**config.mk**
```make
export PLATFORM = sky130hd
export DESIGN_NAME = bus_width_bridge
export DESIGN_NICKNAME = d
export VERILOG_FILES = /design/src/rtl/bwb_pkg.sv /design/src/rtl/bwb_decode.sv /design/src/rtl/bwb_lane.sv /design/src/rtl/bwb_seq.sv /design/src/rtl/bus_width_bridge.sv
export SDC_FILE = /design/constraint.sdc
export NUM_CORES = 1
export LEC_CHECK = 0
export ABC_AREA = 1
export BUFFER_PORTS_ARGS = -buffer_cell sky130_fd_sc_hd__buf_4
export CAP_MARGIN = 15
export CORE_UTILIZATION = 53
export CTS_CLUSTER_DIAMETER = 30
export DETAILED_ROUTE_END_ITERATION = 12
export PLACE_DENSITY = 0.9
export SKIP_LAST_GASP = 1
export SYNTH_ARGS = -nofsm -noshare
export SYNTH_HDL_FRONTEND = slang
export SYNTH_SLANG_ARGS = --single-unit
export TNS_END_PERCENT = 5
```
**constraint.sdc**
```tcl
create_clock -name clk -period 2.9 [get_ports clk]
set_input_delay 0.145 -clock clk [delete_from_list [all_inputs] [get_ports clk]]
set_output_delay 0.145 -clock clk [all_outputs]
set_load 0.005 [all_outputs]
```
**src/rtl/bwb_pkg.sv**
```systemverilog
package bwb_pkg;
  localparam int AW   = 24;
  localparam int DW   = 32;
  localparam int NREG = 3;
  localparam int CW   = 3;
  localparam int FLASH_WAIT_MAX = 5;

  localparam logic [1:0] SZ_BYTE = 2'd0;
  localparam logic [1:0] SZ_HALF = 2'd1;
  localparam logic [1:0] SZ_WORD = 2'd2;
  localparam logic [1:0] SZ_NONE = 2'd3;

  // region table, index = dev_sel bit
  localparam logic [NREG-1:0][AW-1:0] REG_BASE  = {24'h088000, 24'h008000, 24'h000000};
  localparam logic [NREG-1:0][AW-1:0] REG_LIMIT = {24'h08FFFF, 24'h087FFF, 24'h007FFF};
  localparam logic [NREG-1:0][1:0]    REG_WIDTH = {SZ_BYTE, SZ_HALF, SZ_WORD};
  localparam logic [NREG-1:0]         REG_FLASH = 3'b010;

  typedef struct packed {
    logic [AW-1:0]   addr;
    logic [DW-1:0]   wd;
    logic [NREG-1:0] sel;
    logic [1:0]      sub;
    logic [1:0]      nlast;
    logic [CW-1:0]   cyc;
    logic            we;
    logic [1:0]      rsize;
  } xfer_t;
endpackage

```
**src/rtl/bwb_decode.sv**
```systemverilog
module bwb_decode
  import bwb_pkg::*;
#(
  parameter int RAM_WAIT  = 1,
  parameter int DISP_WAIT = 2
) (
  input  logic [AW-1:0]   addr,
  input  logic [1:0]      size,
  input  logic            write,
  input  logic [CW-1:0]   flash_wait,
  output logic [NREG-1:0] sel,
  output logic [1:0]      wcode,
  output logic [CW-1:0]   cyc,
  output logic            illegal
);
  localparam logic [CW-1:0] RAM_CYC  = CW'(RAM_WAIT);
  localparam logic [CW-1:0] DISP_CYC = CW'(DISP_WAIT);
  localparam logic [CW-1:0] FL_MAX   = CW'(FLASH_WAIT_MAX);

  logic [NREG-1:0]         hit;
  logic [CW-1:0]           flash_cyc;
  logic [NREG-1:0][CW-1:0] wait_tab;
  logic                    is_flash;

  for (genvar gi = 0; gi < NREG; gi++) begin : g_hit
    assign hit[gi] = (addr >= REG_BASE[gi]) && (addr <= REG_LIMIT[gi]);
  end

  always_comb begin
    if (flash_wait == '0)        flash_cyc = CW'(1);
    else if (flash_wait > FL_MAX) flash_cyc = FL_MAX;
    else                         flash_cyc = flash_wait;
  end

  assign wait_tab = {DISP_CYC, flash_cyc, RAM_CYC};

  always_comb begin
    wcode    = SZ_WORD;
    cyc      = CW'(1);
    is_flash = 1'b0;
    for (int i = 0; i < NREG; i++) begin
      if (hit[i]) begin
        wcode    = REG_WIDTH[i];
        cyc      = wait_tab[i];
        is_flash = REG_FLASH[i];
      end
    end
  end

  assign sel     = hit;
  assign illegal = (hit == '0) || (size == SZ_NONE) ||
                   (is_flash && write && (size != SZ_HALF));
endmodule

```
**src/rtl/bwb_lane.sv**
```systemverilog
module bwb_lane
  import bwb_pkg::*;
(
  input  logic [1:0]    sub,
  input  logic [1:0]    beat,
  input  logic [DW-1:0] wd,
  input  logic [DW-1:0] bus_rd,
  output logic [DW-1:0] bus_wd,
  output logic [DW-1:0] rd_part
);
  logic [4:0]    sh;
  logic [DW-1:0] mask;

  assign sh = {beat, 3'b000} << sub;

  always_comb begin
    case (sub)
      SZ_BYTE: mask = DW'(32'h0000_00FF);
      SZ_HALF: mask = DW'(32'h0000_FFFF);
      default: mask = {DW{1'b1}};
    endcase
  end

  assign bus_wd  = (wd >> sh) & mask;
  assign rd_part = (bus_rd & mask) << sh;
endmodule

```
**src/rtl/bwb_seq.sv**
```systemverilog
module bwb_seq
  import bwb_pkg::*;
(
  input  logic            clk,
  input  logic            rst_n,
  input  logic            req_valid,
  input  logic            illegal,
  input  logic [1:0]      size,
  input  logic [1:0]      wcode,
  input  logic [CW-1:0]   cyc,
  input  logic [NREG-1:0] sel,
  input  logic [AW-1:0]   addr,
  input  logic            write,
  input  logic [DW-1:0]   wdata,
  input  logic [DW-1:0]   rd_part,
  output logic            busy,
  output logic [NREG-1:0] bus_sel,
  output logic            bus_we,
  output logic [AW-1:0]   bus_addr,
  output logic [1:0]      bus_size,
  output logic [1:0]      beat,
  output logic [DW-1:0]   wd_hold,
  output logic            done,
  output logic            fault,
  output logic [DW-1:0]   result
);
  typedef enum logic [1:0] {ST_IDLE, ST_ACC, ST_DONE} st_e;

  localparam logic [DW-1:0] TOP_DROP = {8'h00, {(DW-8){1'b1}}};

  st_e           st;
  xfer_t         x;
  logic [1:0]    k;
  logic [CW-1:0] cnt;
  logic [DW-1:0] acc;
  logic          err_q;
  logic [1:0]    sub_d;
  logic [2:0]    ncount;
  logic          last_cyc;

  assign sub_d    = (size < wcode) ? size : wcode;
  assign ncount   = 3'd1 << (size - sub_d);
  assign last_cyc = (cnt == x.cyc - CW'(1));

  always_ff @(posedge clk or negedge rst_n) begin
    if (!rst_n) begin
      st    <= ST_IDLE;
      x     <= '0;
      k     <= '0;
      cnt   <= '0;
      acc   <= '0;
      err_q <= 1'b0;
    end else begin
      case (st)
        ST_IDLE: if (req_valid) begin
          acc <= '0;
          k   <= '0;
          cnt <= '0;
          if (illegal) begin
            err_q <= 1'b1;
            st    <= ST_DONE;
          end else begin
            err_q   <= 1'b0;
            x.addr  <= addr;
            x.wd    <= (size == SZ_WORD) ? (wdata & TOP_DROP) : wdata;
            x.sel   <= sel;
            x.sub   <= sub_d;
            x.nlast <= 2'(ncount - 3'd1);
            x.cyc   <= cyc;
            x.we    <= write;
            x.rsize <= size;
            st      <= ST_ACC;
          end
        end
        ST_ACC: begin
          if (last_cyc) begin
            cnt <= '0;
            if (!x.we) acc <= acc | rd_part;
            if (k == x.nlast) st <= ST_DONE;
            else              k  <= k + 2'd1;
          end else begin
            cnt <= cnt + CW'(1);
          end
        end
        ST_DONE: st <= ST_IDLE;
        default: st <= ST_IDLE;
      endcase
    end
  end

  assign busy     = (st == ST_ACC);
  assign bus_sel  = busy ? x.sel : '0;
  assign bus_we   = busy && x.we;
  assign bus_addr = x.addr + (AW'(k) << x.sub);
  assign bus_size = x.sub;
  assign beat     = k;
  assign wd_hold  = x.wd;
  assign done     = (st == ST_DONE);
  assign fault    = done && err_q;
  assign result   = done ? ((x.rsize == SZ_WORD) ? (acc & TOP_DROP) : acc) : '0;
endmodule

```
**src/rtl/bus_width_bridge.sv**
```systemverilog
module bus_width_bridge
  import bwb_pkg::*;
#(
  parameter int RAM_WAIT  = 1,
  parameter int DISP_WAIT = 2
) (
  input  logic            clk,
  input  logic            rst_n,
  input  logic            req_valid,
  input  logic [AW-1:0]   req_addr,
  input  logic [1:0]      req_size,
  input  logic            req_write,
  input  logic [DW-1:0]   req_wdata,
  output logic            req_ready,
  output logic [DW-1:0]   req_rdata,
  output logic            req_err,
  input  logic [CW-1:0]   flash_wait,
  output logic            dev_en,
  output logic [NREG-1:0] dev_sel,
  output logic            dev_we,
  output logic [AW-1:0]   dev_addr,
  output logic [1:0]      dev_size,
  output logic [DW-1:0]   dev_wdata,
  input  logic [DW-1:0]   dev_rdata
);
  logic [NREG-1:0] dec_sel;
  logic [1:0]      dec_wcode;
  logic [CW-1:0]   dec_cyc;
  logic            dec_illegal;
  logic [1:0]      beat;
  logic [DW-1:0]   wd_hold;
  logic [DW-1:0]   rd_part;

  bwb_decode #(.RAM_WAIT(RAM_WAIT), .DISP_WAIT(DISP_WAIT)) u_dec (
    .addr(req_addr), .size(req_size), .write(req_write), .flash_wait(flash_wait),
    .sel(dec_sel), .wcode(dec_wcode), .cyc(dec_cyc), .illegal(dec_illegal)
  );

  bwb_seq u_seq (
    .clk(clk), .rst_n(rst_n), .req_valid(req_valid), .illegal(dec_illegal),
    .size(req_size), .wcode(dec_wcode), .cyc(dec_cyc), .sel(dec_sel),
    .addr(req_addr), .write(req_write), .wdata(req_wdata), .rd_part(rd_part),
    .busy(dev_en), .bus_sel(dev_sel), .bus_we(dev_we), .bus_addr(dev_addr),
    .bus_size(dev_size), .beat(beat), .wd_hold(wd_hold), .done(req_ready),
    .fault(req_err), .result(req_rdata)
  );

  bwb_lane u_lane (
    .sub(dev_size), .beat(beat), .wd(wd_hold), .bus_rd(dev_rdata),
    .bus_wd(dev_wdata), .rd_part(rd_part)
  );
endmodule

```
==> flow_summary.json <==
{
  "dieArea_sq_um": 13190,
  "syn_inst": 958,
  "cts.sinks": 109,
  "p_sw_mw": 2.304,
  "hpwlAfterDp_microns": 13640,
  "powerDensity_nw_per_um2": 660.3,
  "die_w_microns": 114.8,
  "maxSlewViolCount": 0,
  "fmax_ghz": 0.3490,
  "core_area_sq_um": 12210,
  "antenna_found_initial": 0,
  "synth_cell_types": 39,
  "max_cap_violations": 0,
  "worstHoldStart": "req_wdata[1]",
  "hold_violations": 0,
  "cts_tree": "yes",
  "synth-async-reset-ratio": 1.000,
  "row_count": 40,
  "cts-root-buf": "clkbuf_16",
  "synth.most_common_cell": "nand2_1",
  "status": "finished, final reports clean",
  "wl_microns": 20140,
  "ys_seq_area_frac": 0.4042,
  "cts_buffers": 9,
  "worstSetupEndpointType": "primary output",
  "slew_headroom": 0.2954,
  "p_leak_nw": 4.746,
  "gp_congestion": 0.9126,
  "fin_ws_ns": 0.03464,
  "required_ns": 2.76,
  "worstMarginPinSlew_ns": 1.056,
  "wl_per_cell_microns": 15.07,
  "grt_pass1_wl_microns": 31640,
  "grtUsageTotal": 0.3055,
  "io_pins": 194,
  "via_per_inst": 5.394,
  "clkPwrFrac": 0.230,
  "pwr-share-comb": 0.418,
  "synth_edf_count": 0,
  "drtPass1Iterations": 5,
  "cpMaxStageDelayCell": "dfrtp_2",
  "hp-class": "in -> reg",
  "ys.flop_type": "dfrtp_1",
  "cp-start-kind": "flip-flop",
  "path_class": "reg -> out",
  "rsz0062_at_grt": "true",
  "grt_max_degree": 59,
  "p_total_mw": 5.932,
  "drc_errors": 0,
  "critPathMaxStageDelay_ns": 0.44,
  "setup_violations": 0,
  "fin_area_sq_um": 8984,
  "portBuffers": 193,
  "drt_iter0_drc": 935,
  "dpl_worst_slack_ns": 0.2967,
  "cp.arrival_ns": 2.72,
  "die_height_microns": 114.8,
  "synth.largest_area_cell": "dfrtp_1",
  "yosys.area.top_type_share": 0.4042,
  "path_delay_family": "simple AND/OR/NAND/NOR gates",
  "avgSynthCellArea_sq_um": 7.044,
  "critPathBufInv": 2,
  "path_cells": "buf_4 -> nand2_1 -> nor2_1 -> ha_2 -> nand2_1 -> nor2_1 -> nand2_1 -> nand2_1 -> nand3_4 -> nor2_1 -> xor2_1 -> buf_4",
  "p_seq_frac": 0.352,
  "min_period_ns": 2.865,
  "grt.overflow.total": 0,
  "drive_above_1_share": 0.2303,
  "path_common_cell": "nand2_1",
  "fin_crit_sh": 0.9881,
  "path_max_fanout": 12,
  "h-tree-depth": 3,
  "placed_area_sq_um": 8273,
  "n_antenna_cell": 0,
  "ant_nets": 0,
  "fillers": 927,
  "fin_worst_skew_ns": 0.008736,
  "yosysWarnings": 0,
  "via_count": 7207,
  "finalSetupTns_ns": 0,
  "synthesis.area_sq_um": 6748,
  "synth-seq-cells": 109,
  "synth_top_cells_by_count": "339 x nand2_1, 109 x dfrtp_1, 107 x inv_1",
  "area_growth_syn_to_layout_pct": 33.14,
  "power.internal_mw": 3.628,
  "syn-num-nets": 1067,
  "grt_pass1_vias": 6718,
  "ir_drop_mv": 0.4490,
  "swShare": 0.3884,
  "critPathLaunch": "u_seq.bus_size[0]$_DFFE_PN0P_",
  "start_util": 0.5526,
  "cts_buffer_depth": 2,
  "clk_pin_slew_worst_paths_ns": 0.07,
  "r2r_start": "u_seq.x[3]$_DFFE_PN0P_",
  "nets": 1272,
  "synth.area.top_cells": "dfrtp_1 40%, nand2_1 19%, inv_1 6.0%",
  "clk-insertion-delay-late_ns": 0.35
}
flip-flops by register name, indices dropped and copies added (netlist names):
| name | flops |
|---|---|
| u_seq.x | 35 |
| u_seq.acc | 32 |
| u_seq.wd_hold | 32 |
| u_seq.cnt | 3 |
| u_seq.beat | 2 |
| u_seq.bus_size | 2 |
| u_seq.st | 2 |
| u_seq.err_q | 1 |
power groups by stage:
stage | combinational [mW] | clock, mW | sequential (mW)
3_3_place_gp | 2.34 | 0 | 2.09
2_1_floorplan | 1.67 | 0 | 2.04
4_1_cts | 2.45 | 1.37 | 2.08
6_report | 2.48 | 1.36 | 2.09
5_1_grt | 2.76 | 1.44 | 2.12
3_5_place_dp | 2.40 | 0 | 2.10
cell families (layout without fill, tap and decap cells):
kind of cell	Yosys count	after routing	synth area share
AO/OA/AOI/OAI	118	119	0.1001
XOR/XNOR	22	22	0.02855
flip-flops	109	109	0.4042
AND/OR/NAND/NOR	525	525	0.3276
buffers and inverters	167	376	0.1087
adder cells (fa/ha/maj)	12	12	0.02336
multiplexers	5	5	0.007417
per-stage QoR:
step / utilization / instances / hold slack (ns)
after detailed placement: 0.6775 / 1285 / 0.2151
after global placement: 0.6775 / 1285 / 0.2186
after CTS: 0.7327 / 1336 / 0.00003961
after floorplan: - / 958 / -0.1506
after global routing: 0.7357 / 1336 / 0.01293
final: 0.7357 / 1336 / 0.003236
layout make-up:
| type | count | area (sq um) | area share |
|---|---|---|---|
| inverters | 117 | 439.2 | 0.04889 |
| well taps | 168 | 210.2 | 0.02340 |
| clock inverters | 3 | 67.56 | 0.007521 |
| flip-flops and latches | 109 | 2730 | 0.3039 |
| clock buffers | 13 | 260.3 | 0.02897 |
| multi-input cells | 683 | 3332 | 0.3709 |
| repair buffers | 243 | 1944 | 0.2164 |
worst reg2reg max path: stages (launching register included):
cell     delay (ns)
dfrtp_1        0.39
inv_2          0.05
ha_1           0.28
inv_1          0.04
nand2_1        0.05
nand2_1        0.04
nor2_1         0.10
nand3_2        0.13
nand2_4        0.28
nand3_1        0.62
nand2_1        0.31
o21ai_1        0.10
layout by cell type (no fill, tap or decap), types with 3 or more instances in the layout:
cell,instances
clkbuf_16,9
o21ai_0,33
nor2_2,4
nand4_1,32
xor2_1,11
or2_2,6
nand2_1,337
a311oi_1,8
o211ai_1,8
nand3_1,29
buf_4,207
or2_0,5
dfrtp_1,107
mux2i_1,5
inv_2,11
ha_1,10
xnor2_1,11
nand2_2,7
nor2_1,86
nor2_4,3
a21oi_1,25
buf_12,3
o21ai_1,33
inv_1,106
nor3_1,10
o31ai_1,3
dlygate4sd3_1,33
worst paths after layout:
kind / end / slack, ns / cells past startpoint
worst max register to register: u_seq.acc[29]$_DFFE_PN0P_ / 0.37 / 11
min in group asynchronous: u_seq.acc[21]$_DFFE_PN0P_ / 0.37 / 2
worst max-delay path: dev_addr[21] / 0.03 / 12
worst min-delay path: u_seq.wd_hold[1]$_DFFE_PN0P_ / 0.003 / 3
worst min register to register: u_seq.st[1]$_DFFE_PN0P_ / 0.48 / 1
max in group asynchronous: u_seq.bus_size[1]$_DFFE_PN0P_ / 1.76 / 3
repair_timing:
action | CTS | global route
resized for setup | 0 | 12
setup buffers | 1 | 0
pin swaps | 2 | 2
hold buffers | 33 | 0
gates cloned | 1 | 0
endpoints found under the hold margin | 83 | 0
endpoints found under the setup margin | 6 | 14
per-layer routing:
| metal | share of wire | track usage |
|---|---|---|
| met1 | 0.40 | 0.3895 |
| met2 | 0.49 | 0.5115 |
| met3 | 0.076 | 0.04164 |
| met4 | 0.037 | 0.1550 |
| met5 | 0 | 0 |
No activity file was read; power rests on OpenSTA's default activity.
